### config.mk
export PLATFORM = sky130hd
export DESIGN_NAME = sercom_uart
export DESIGN_NICKNAME = d
export VERILOG_FILES = /design/src/rtl/sercom_pkg.sv /design/src/rtl/sercom_baud.sv /design/src/rtl/sercom_tx.sv /design/src/rtl/sercom_rx.sv /design/src/rtl/sercom_uart.sv
export SDC_FILE = /design/constraint.sdc
export NUM_CORES = 1
export LEC_CHECK = 0
export BUFFER_PORTS_ARGS = -buffer_cell sky130_fd_sc_hd__buf_2
export CAP_MARGIN = 20
export CORE_MARGIN = 2
export CORE_UTILIZATION = 63
export DETAILED_ROUTE_END_ITERATION = 7
export MAX_ROUTING_LAYER = met4
export PLACE_DENSITY = 0.88
export SKIP_CTS_REPAIR_TIMING = 1
export SLEW_MARGIN = 20
export SYNTH_ARGS = -nofsm -noshare
export SYNTH_HDL_FRONTEND = slang
export SYNTH_SLANG_ARGS = --single-unit
### constraint.sdc
create_clock -name clk -period 7 [get_ports clk]
set_input_delay 0.7 -clock clk [delete_from_list [all_inputs] [get_ports clk]]
set_output_delay 0.7 -clock clk [all_outputs]
set_load 0.005 [all_outputs]
### src/rtl/sercom_pkg.sv
package sercom_pkg;

  typedef struct packed {
    logic       en;
    logic [3:0] dbits;
    logic       par_en;
    logic       par_even;
    logic       two_stop;
  } fcfg_t;

  function automatic fcfg_t decode_mode(input logic [7:0] m);
    fcfg_t c;
    c.en       = 1'b1;
    c.dbits    = 4'd8;
    case (m[2:0])
      3'b100:  c.dbits = 4'd7;
      3'b101:  c.dbits = 4'd8;
      3'b110:  c.dbits = 4'd9;
      default: c.en = 1'b0;
    endcase
    c.par_en   = m[6];
    c.par_even = m[5];
    c.two_stop = m[4];
    return c;
  endfunction

endpackage

### src/rtl/sercom_baud.sv
module sercom_baud #(
  parameter int DIV = 4
) (
  input  logic       clk,
  input  logic       rst_n,
  input  logic [3:0] ce,
  input  logic [1:0] sel,
  input  logic       run,
  output logic       tick
);
  localparam int CW = (DIV > 1) ? $clog2(DIV) : 1;
  localparam logic [CW-1:0] LAST = CW'(DIV - 1);

  logic [CW-1:0] cnt;
  logic          pick;

  assign pick = ce[sel];
  assign tick = run && pick && (cnt == LAST);

  always_ff @(posedge clk) begin
    if (!rst_n || !run) cnt <= '0;
    else if (pick)      cnt <= (cnt == LAST) ? '0 : cnt + CW'(1);
  end
endmodule

### src/rtl/sercom_tx.sv
module sercom_tx import sercom_pkg::*; #(
  parameter int DATA_W = 9
) (
  input  logic              clk,
  input  logic              rst_n,
  input  fcfg_t             cfg,
  input  logic              tick,
  input  logic [DATA_W-1:0] tx_data,
  input  logic              tx_valid,
  output logic              tx_ready,
  output logic              line,
  output logic              busy
);
  localparam int FW = DATA_W + 4;
  localparam int IW = $clog2(FW);
  localparam int LW = $clog2(FW + 1);

  logic [DATA_W-1:0] hold;
  logic              hold_full;
  logic [FW-1:0]     sh;
  logic [LW-1:0]     left;
  logic [3:0]        sub;
  logic [FW-1:0]     nxt_frame;
  logic [LW-1:0]     nxt_len;
  logic              par;

  always_comb begin
    par       = 1'b0;
    nxt_frame = '1;
    nxt_frame[0] = 1'b0;
    for (int i = 0; i < DATA_W; i++) begin
      if (i < int'(cfg.dbits)) begin
        nxt_frame[i+1] = hold[i];
        par = par ^ hold[i];
      end
    end
    if (cfg.par_en) nxt_frame[IW'(cfg.dbits) + IW'(1)] = cfg.par_even ? par : ~par;
    nxt_len = LW'(1) + LW'(cfg.dbits) + LW'(cfg.par_en) + (cfg.two_stop ? LW'(2) : LW'(1));
  end

  assign tx_ready = cfg.en && !hold_full;
  assign line     = busy ? sh[0] : 1'b1;

  always_ff @(posedge clk) begin
    if (!rst_n) begin
      busy <= 1'b0; hold_full <= 1'b0; hold <= '0;
      sh <= '1; left <= '0; sub <= '0;
    end else if (!cfg.en) begin
      busy <= 1'b0; hold_full <= 1'b0; sub <= '0;
    end else begin
      if (tx_valid && tx_ready) begin
        hold <= tx_data; hold_full <= 1'b1;
      end
      if (!busy) begin
        if (hold_full) begin
          sh <= nxt_frame; left <= nxt_len; busy <= 1'b1;
          sub <= '0; hold_full <= 1'b0;
        end
      end else if (tick) begin
        sub <= sub + 4'd1;
        if (sub == 4'd15) begin
          if (left == LW'(1)) begin
            if (hold_full) begin
              sh <= nxt_frame; left <= nxt_len; hold_full <= 1'b0;
            end else begin
              busy <= 1'b0;
            end
          end else begin
            sh   <= {1'b1, sh[FW-1:1]};
            left <= left - LW'(1);
          end
        end
      end
    end
  end
endmodule

### src/rtl/sercom_rx.sv
module sercom_rx import sercom_pkg::*; #(
  parameter int DATA_W = 9
) (
  input  logic              clk,
  input  logic              rst_n,
  input  fcfg_t             cfg,
  input  logic              tick,
  input  logic              rxd,
  output logic [DATA_W-1:0] rx_data,
  output logic              rx_perr,
  output logic              rx_ferr,
  output logic              rx_valid,
  input  logic              rx_ready
);
  localparam int FW = DATA_W + 4;
  localparam int IW = $clog2(FW);

  typedef enum logic [1:0] {RX_IDLE, RX_START, RX_BITS, RX_DONE} rx_st_t;

  rx_st_t            st;
  logic              s1, s2, s_prev;
  logic [FW-1:0]     bits_q;
  logic [IW-1:0]     idx;
  logic [IW-1:0]     nb;
  logic [3:0]        sub;
  logic [DATA_W-1:0] dat;
  logic              ones, pbit, stop, perr;

  assign nb = IW'(cfg.dbits) + IW'(cfg.par_en) + IW'(1);

  always_comb begin
    dat  = '0;
    ones = 1'b0;
    for (int i = 0; i < DATA_W; i++) begin
      if (i < int'(cfg.dbits)) begin
        dat[i] = bits_q[i];
        ones = ones ^ bits_q[i];
      end
    end
    pbit = bits_q[IW'(cfg.dbits)];
    stop = bits_q[IW'(cfg.dbits) + IW'(cfg.par_en)];
    perr = cfg.par_en && (pbit != (cfg.par_even ? ones : ~ones));
  end

  always_ff @(posedge clk) begin
    if (!rst_n) begin
      s1 <= 1'b1; s2 <= 1'b1; s_prev <= 1'b1;
    end else begin
      s1 <= rxd; s2 <= s1; s_prev <= s2;
    end
  end

  always_ff @(posedge clk) begin
    if (!rst_n) begin
      st <= RX_IDLE; sub <= '0; idx <= '0; bits_q <= '1;
    end else if (!cfg.en) begin
      st <= RX_IDLE;
    end else begin
      case (st)
        RX_IDLE: if (s_prev && !s2) begin st <= RX_START; sub <= '0; end
        RX_START: if (tick) begin
          sub <= sub + 4'd1;
          if (sub == 4'd7) begin
            if (!s2) begin st <= RX_BITS; sub <= '0; idx <= '0; end
            else st <= RX_IDLE;
          end
        end
        RX_BITS: if (tick) begin
          sub <= sub + 4'd1;
          if (sub == 4'd15) begin
            bits_q[idx] <= s2;
            idx <= idx + IW'(1);
            if (idx == nb - IW'(1)) st <= RX_DONE;
          end
        end
        default: st <= RX_IDLE;
      endcase
    end
  end

  always_ff @(posedge clk) begin
    if (!rst_n) begin
      rx_valid <= 1'b0; rx_data <= '0; rx_perr <= 1'b0; rx_ferr <= 1'b0;
    end else begin
      if (rx_valid && rx_ready) rx_valid <= 1'b0;
      if (st == RX_DONE && (!rx_valid || rx_ready)) begin
        rx_valid <= 1'b1;
        rx_data  <= dat;
        rx_perr  <= perr;
        rx_ferr  <= !stop;
      end
    end
  end
endmodule

### src/rtl/sercom_uart.sv
module sercom_uart import sercom_pkg::*; #(
  parameter int DATA_W = 9,
  parameter int DIV    = 4
) (
  input  logic              clk,
  input  logic              rst_n,
  input  logic              reg_wr,
  input  logic              reg_addr,
  input  logic [7:0]        reg_wdata,
  output logic [7:0]        reg_rdata,
  input  logic              ce_f1,
  input  logic              ce_f8,
  input  logic              ce_f32,
  input  logic              ce_fc,
  input  logic [DATA_W-1:0] tx_data,
  input  logic              tx_valid,
  output logic              tx_ready,
  output logic [DATA_W-1:0] rx_data,
  output logic              rx_perr,
  output logic              rx_ferr,
  output logic              rx_valid,
  input  logic              rx_ready,
  input  logic              rxd,
  output logic              txd_out,
  output logic              txd_oe
);
  localparam int EMPTY_BIT = 3;
  localparam int OD_BIT    = 5;
  localparam logic [7:0] CTRL_WMASK = ~(8'd1 << EMPTY_BIT);

  logic [7:0] mode_q, ctrl_q;
  fcfg_t      cfg;
  logic       tick, tx_line, tx_busy, tx_empty, od, port_en;

  always_ff @(posedge clk) begin
    if (!rst_n) begin
      mode_q <= 8'h00; ctrl_q <= 8'h00;
    end else if (reg_wr) begin
      if (reg_addr) ctrl_q <= reg_wdata & CTRL_WMASK;
      else          mode_q <= reg_wdata;
    end
  end

  assign cfg      = decode_mode(mode_q);
  assign port_en  = cfg.en;
  assign od       = ctrl_q[OD_BIT];
  assign tx_empty = !tx_busy;

  always_comb begin
    reg_rdata = mode_q;
    if (reg_addr) begin
      reg_rdata = ctrl_q;
      reg_rdata[EMPTY_BIT] = tx_empty;
    end
  end

  sercom_baud #(.DIV(DIV)) u_baud (
    .clk(clk), .rst_n(rst_n), .ce({ce_fc, ce_f32, ce_f8, ce_f1}),
    .sel(ctrl_q[1:0]), .run(port_en), .tick(tick)
  );

  sercom_tx #(.DATA_W(DATA_W)) u_tx (
    .clk(clk), .rst_n(rst_n), .cfg(cfg), .tick(tick),
    .tx_data(tx_data), .tx_valid(tx_valid), .tx_ready(tx_ready),
    .line(tx_line), .busy(tx_busy)
  );

  sercom_rx #(.DATA_W(DATA_W)) u_rx (
    .clk(clk), .rst_n(rst_n), .cfg(cfg), .tick(tick), .rxd(rxd),
    .rx_data(rx_data), .rx_perr(rx_perr), .rx_ferr(rx_ferr),
    .rx_valid(rx_valid), .rx_ready(rx_ready)
  );

  assign txd_out = od ? 1'b0 : tx_line;
  assign txd_oe  = od ? ~tx_line : 1'b1;
endmodule

Yosys cells after proc, flatten, opt, wreduce, memory -nomap -nowiden
Cells that the tools add are included.
Storage, ports and cells
  bits in registers: 87
  input port bits: 28
  output and inout port bits: 23
  logic and storage cells: 228
Operators by class
  add/subtract/negate cells: 11
  $lt $le $gt $ge: 16
  equal/unequal tests: 22
  multiplexer cells: 104
  bitwise gates (word level): 20
  reduce and logical (&&, ||, !) cells: 35
Operator list (count)
  13-bit 2-to-1 mux: 6
  4-bit 2-to-1 mux: 18
  1-bit 2-to-1 mux: 59
  13-bit bitwise mux: 2
  4-bit by 1-bit adder with 4-bit output (second input constant): 5
  4-bit by 5-bit less-than comparator with 1-bit output (second input constant): 4
  2-bit 2-to-1 mux: 9
  3-bit by 4-bit less-than comparator with 1-bit output (first input constant): 4
  4-bit case mux with 2 select lines: 2
  1-bit XOR: 16
  4-bit case mux with 3 select lines: 1
  1-bit logical AND: 10
  2-bit inequality test (second input constant): 5
  2-bit AND reduction: 5
  3-bit == test (second input constant): 3
  4-bit by 1-bit adder with 4-bit output: 2
  1-bit binary-select mux with 4-bit select: 2
  1-bit demux with 4-bit select: 2
  4-bit == test (second input constant): 2
  4-bit by 1-bit >= comparator with 1-bit output (second input constant): 2
  1-bit by 4-bit less-than comparator with 1-bit output (first input constant): 2
  2-bit by 4-bit less-than comparator with 1-bit output (first input constant): 2
  8-bit 2-to-1 mux: 1
  2-bit by 1-bit inequality test with 1-bit output (second input constant): 4
  other kinds (25): 40

Depth between registers and ports, before layout
  depth in word-level cells: 29
  gate-level depth with buffers: 11
  depth with buffers taken out: 10

By module
Synthesis repeated with hierarchy kept, for this count alone.
Unflattened totals
  cell total of the unflattened synthesis: 640
  area, all modules: 5351.4 sq um
By module, submodules not included
  sercom_rx: instances 1, cells each 273, area each 2347.3 sq um, sequential area each 760.7 sq um
  sercom_tx: instances 1, cells each 281, area each 2155.8 sq um, sequential area each 640.6 sq um
  sercom_uart: instances 1, cells each 75, area each 720.7 sq um, sequential area each 300.3 sq um
  sercom_baud: instances 1, cells each 11, area each 127.6 sq um, sequential area each 40.0 sq um

Least setup slack after synthesis
No wires, ideal clock.
  kind: register -> register
  from: register mode_q[0]
  to: register u_rx.st[1]
  library setup time: 0.129 ns
  arrival time: 2.182 ns
  required time: 6.871 ns
  path slack: 4.689 ns
  cell stages (with the launch flop): 12
  path buffers: 1
  clock period less this slack: 2.311 ns
  path through: dfxtp_1 > buf_2 > nor2b_1 > ha_1 > inv_1 > ha_1 > xor2_1 > nand4_1 > o32ai_2 > nand2_1 > o2111ai_1 > o41ai_2
Between the ends
  word-level cells in the longest chain between the ends: 8
  elaborated cells between the ends (all ways): 17
  classes of those cells: 3 x add/sub; 7 x eq/ne; 2 x mux; 5 x reduce/logical
RTL lines
  from (decl): RTL line sercom_uart.sv:31  | logic [7:0] mode_q, ctrl_q;
  from (signal assigned): RTL line sercom_uart.sv:40  | else mode_q <= reg_wdata;
  3-bit == test: RTL line sercom_pkg.sv:15  | case (m[2:0])
  4-bit case mux with 2 select lines: RTL line sercom_pkg.sv:15
  4-bit by 1-bit adder with 4-bit output (2 in a row): RTL line sercom_rx.sv:29  | assign nb = IW'(cfg.dbits) + IW'(cfg.par_en) + IW'(1);
  4-bit by 1-bit subtractor with 4-bit output: RTL line sercom_rx.sv:73  | if (idx == nb - IW'(1)) st <= RX_DONE;
  4-bit == test: RTL line sercom_rx.sv:73
  2-bit by 1-bit inequality test with 1-bit output (no line)
  6-bit AND reduction (no line)
  to (signal assigned): RTL line sercom_rx.sv:65  | else st <= RX_IDLE;
  to (signal assigned): RTL line sercom_rx.sv:73
  to (signal assigned): RTL line sercom_rx.sv:76  | default: st <= RX_IDLE;
  to (decl): RTL line sercom_rx.sv:20  | rx_st_t st;
Parallel ways exist; a longest one is shown, timed or not.
A chain may end at the register's enable or synchronous reset.

Final worst setup path
  from: register mode_q[2]
  to: register u_rx.st[1]
The elaborated chain is that of the path after synthesis.

==> results_dict.tcl <==
set metrics [dict create \
    slew_headroom_pct 36.1 \
    fill_cells 542 \
    drtPass1Iterations 5 \
    hp-class "flop to flop" \
    cp_slowest_cell "dfxtp_1" \
    synth_cells 509 \
    internal_power_mw 0.668 \
    totalWireLength_um 10600 \
    max_freq_mhz 378 \
    fin_skew_ns 0.00841 \
    num_vias 3904 \
    slowest_delay_ns 0.45 \
    pwr-share-comb_pct 7.9 \
    synth-async-reset-ratio_pct 0 \
    syn_area_sq_um 4580 \
    worstSetupPathType "flop to flop" \
    cts_tree "built" \
    outcome "finished clean" \
    whs_ns 0.417 \
    core_area_sq_um 7140 \
    die_w_um 89.2 \
    clock_sinks 87 \
    max-cap-violations 0 \
    cts_made_buffers 9 \
    timing_hold_violations_final 0 \
    first_iter_violations 270 \
    grt_pass1_wl_um 17500 \
    dieHeight_um 89.2 \
    detail-route-antenna-nets 0 \
    antenna_found_initial 0 \
    ys_warn_count 0 \
    clockBufferDepth 2 \
    seqCellArea_sq_um 1740 \
    row_count 31 \
    crit_arrival_ns 2.90 \
    synth_area_per_cell_sq_um 8.99 \
    power_frac_clock_pct 36.1 \
    grt_pass1_vias 3619 \
    wire_per_inst_um 16.3 \
    clkTransAtPathRegs_ns 0.09 \
    min_period_over_period_pct 37.8 \
    setup-violations-final 0 \
    synth_seq_area_share_pct 38.0 \
    synth_edf_count 0 \
    htree_levels 3 \
    post-dp-hpwl_um 7460 \
    num-nets-final 592 \
    die-area_sq_um 7960 \
    clockRootBuffer "clkbuf_8" \
    swShare_pct 26.6 \
    post-route-min-period_ns 2.65 \
    switchingPower_mw 0.242 \
    cp.required_ns 7.25 \
    multi_input_area_sq_um 2670 \
    io_buffers 50 \
    clock_latency_ns 0.37 \
    rrSetupSlack_ns 4.35 \
    drc 0 \
    p_leak_nw 2.02 \
    ys_seq_elements 87 \
    track_usage_pct 29.3 \
    layout-drive-gt1-share_pct 16.7 \
    vias_per_cell 6.01 \
    final_cell_mix "nand2_1, dfxtp_1, buf_2, a21boi_0, nand3_1" \
    worstPathCellList "nor2b_1 > ha_1 > inv_1 > ha_1 > xor2_1 > nand4_1 > o32ai_2 > nand2_1 > o2111ai_1 > o41ai_2" \
    seq_power_share_pct 55.9 \
    crit_family "compound AO/OA/AOI/OAI gates" \
    grt_overflow 0 \
    cp-end-kind "flop" \
    grt_max_degree 77 \
    tns_ns 0 \
    cp_num_buf_inv 1 \
    start_util_pct 64.1 \
    synth_flop_cell "dfxtp_1" \
    gp_congestion 0.880 \
    synthesis.nets 555 \
    crit_top_cell "ha_1" \
    total_power_mw 0.910 \
    num_antenna_cells 0 \
    slew_violations 0 \
    ys_types 57 \
    final_common_cell "nand2_1" \
    synthToLayoutAreaGrowth_pct 10.2 \
    tightest_slew_ns 0.957 \
    cp_max_fo 7 \
    startpoint_type "flop" \
    powerDensity_nw_per_um2 180 \
    rsz0062_at_grt "no" \
    pin_count 51 \
    irDropWorstVdd_mv 0.153 \
]
-- registers in the layout (all words and copies together) (netlist names) --
register,count
u_rx.bits_q,13
u_tx.sh,13
u_rx.rx_data,9
u_tx.hold,9
mode_q,8
ctrl_q,7
u_rx.idx,4
u_rx.sub,4
u_tx.left,4
u_tx.sub,4
u_baud.cnt,2
u_rx.st,2
u_rx.rx_ferr,1
u_rx.rx_perr,1
u_rx.rx_valid,1
u_rx.s1,1
u_rx.s2,1
u_rx.s_prev,1
u_tx.busy,1
u_tx.hold_full,1
-- cells in the mapped netlist, types with 7 or more instances --
cell | n | area share [%]
nand3_1 | 26 | 2.8
nor2b_1 | 14 | 1.9
clkbuf_1 | 22 | 1.8
o21ai_0 | 15 | 1.6
dfxtp_1 | 87 | 38
o211ai_1 | 8 | 1.3
nand2_1 | 91 | 7.5
xnor2_1 | 15 | 2.9
a21boi_0 | 30 | 4.9
xor2_1 | 8 | 1.5
and3_1 | 9 | 1.2
ha_1 | 16 | 4.4
a21oi_1 | 18 | 2.0
inv_1 | 17 | 1.4
nor2_1 | 21 | 1.7
nand2b_1 | 7 | 0.96
mux2i_1 | 24 | 5.2
-- worst paths after layout --
path,endpoint,start,cells past startpoint
worst max-delay path,u_rx.st[1]$_SDFFE_PN0P_,mode_q[2]$_SDFFE_PN0P_,10
worst min-delay path,u_rx.s2$_SDFF_PN1_,u_rx.s1$_SDFF_PN1_,1
worst min register to register,u_rx.s2$_SDFF_PN1_,u_rx.s1$_SDFF_PN1_,1
worst max register to register,u_rx.st[1]$_SDFFE_PN0P_,mode_q[2]$_SDFFE_PN0P_,10
-- per-stage QoR --
stage	cells	area (sq um)	worst slack (ns)	utilization (%)
finish	650	5040	4.35	70.7
global route	650	5040	4.12	70.7
CTS	650	5040	4.38	70.7
detailed placement	634	4860	4.32	68.2
global placement	634	4860	4.35	68.2
floorplan	509	4580	4.69	-
-- cells by family after synthesis --
| kind of cell | Yosys count | synth area share [%] |
|---|---|---|
| multiplexers | 35 | 9.18 |
| flip-flops | 87 | 38.0 |
| XOR/XNOR | 26 | 5.88 |
| buffers and inverters | 43 | 3.63 |
| AND/OR/NAND/NOR | 196 | 21.6 |
| adder cells (fa/ha/maj) | 18 | 5.25 |
| AO/OA/AOI/OAI | 104 | 16.5 |
-- per-layer routing --
metal / part of all wire, % / GRT usage, %
met3: 6.7 / 4.71
met1: 45 / 40.2
met4: 1.8 / 12.2
met2: 47 / 43.2
met5: 0 / -
-- power groups by stage --
| stage | combinational, mW | sequential, mW | clock (mW) |
|---|---|---|---|
| final | 0.0722 | 0.509 | 0.329 |
| after global placement | 0.0687 | 0.520 | 0 |
| after detailed placement | 0.0713 | 0.520 | 0 |
| after floorplan | 0.0518 | 0.516 | 0 |
| after global routing | 0.0787 | 0.510 | 0.352 |
| after CTS | 0.0719 | 0.509 | 0.333 |
-- layout make-up --
class / count / area share [%]
Tap cell: 99 / 2.46
Clock inverter: 6 / 1.02
Timing Repair Buffer: 52 / 5.26
Multi-Input combinational cell: 379 / 52.9
Clock buffer: 10 / 2.53
Sequential cell: 87 / 34.5
Inverter: 17 / 1.27
Power figures use the tool's default switching activity.
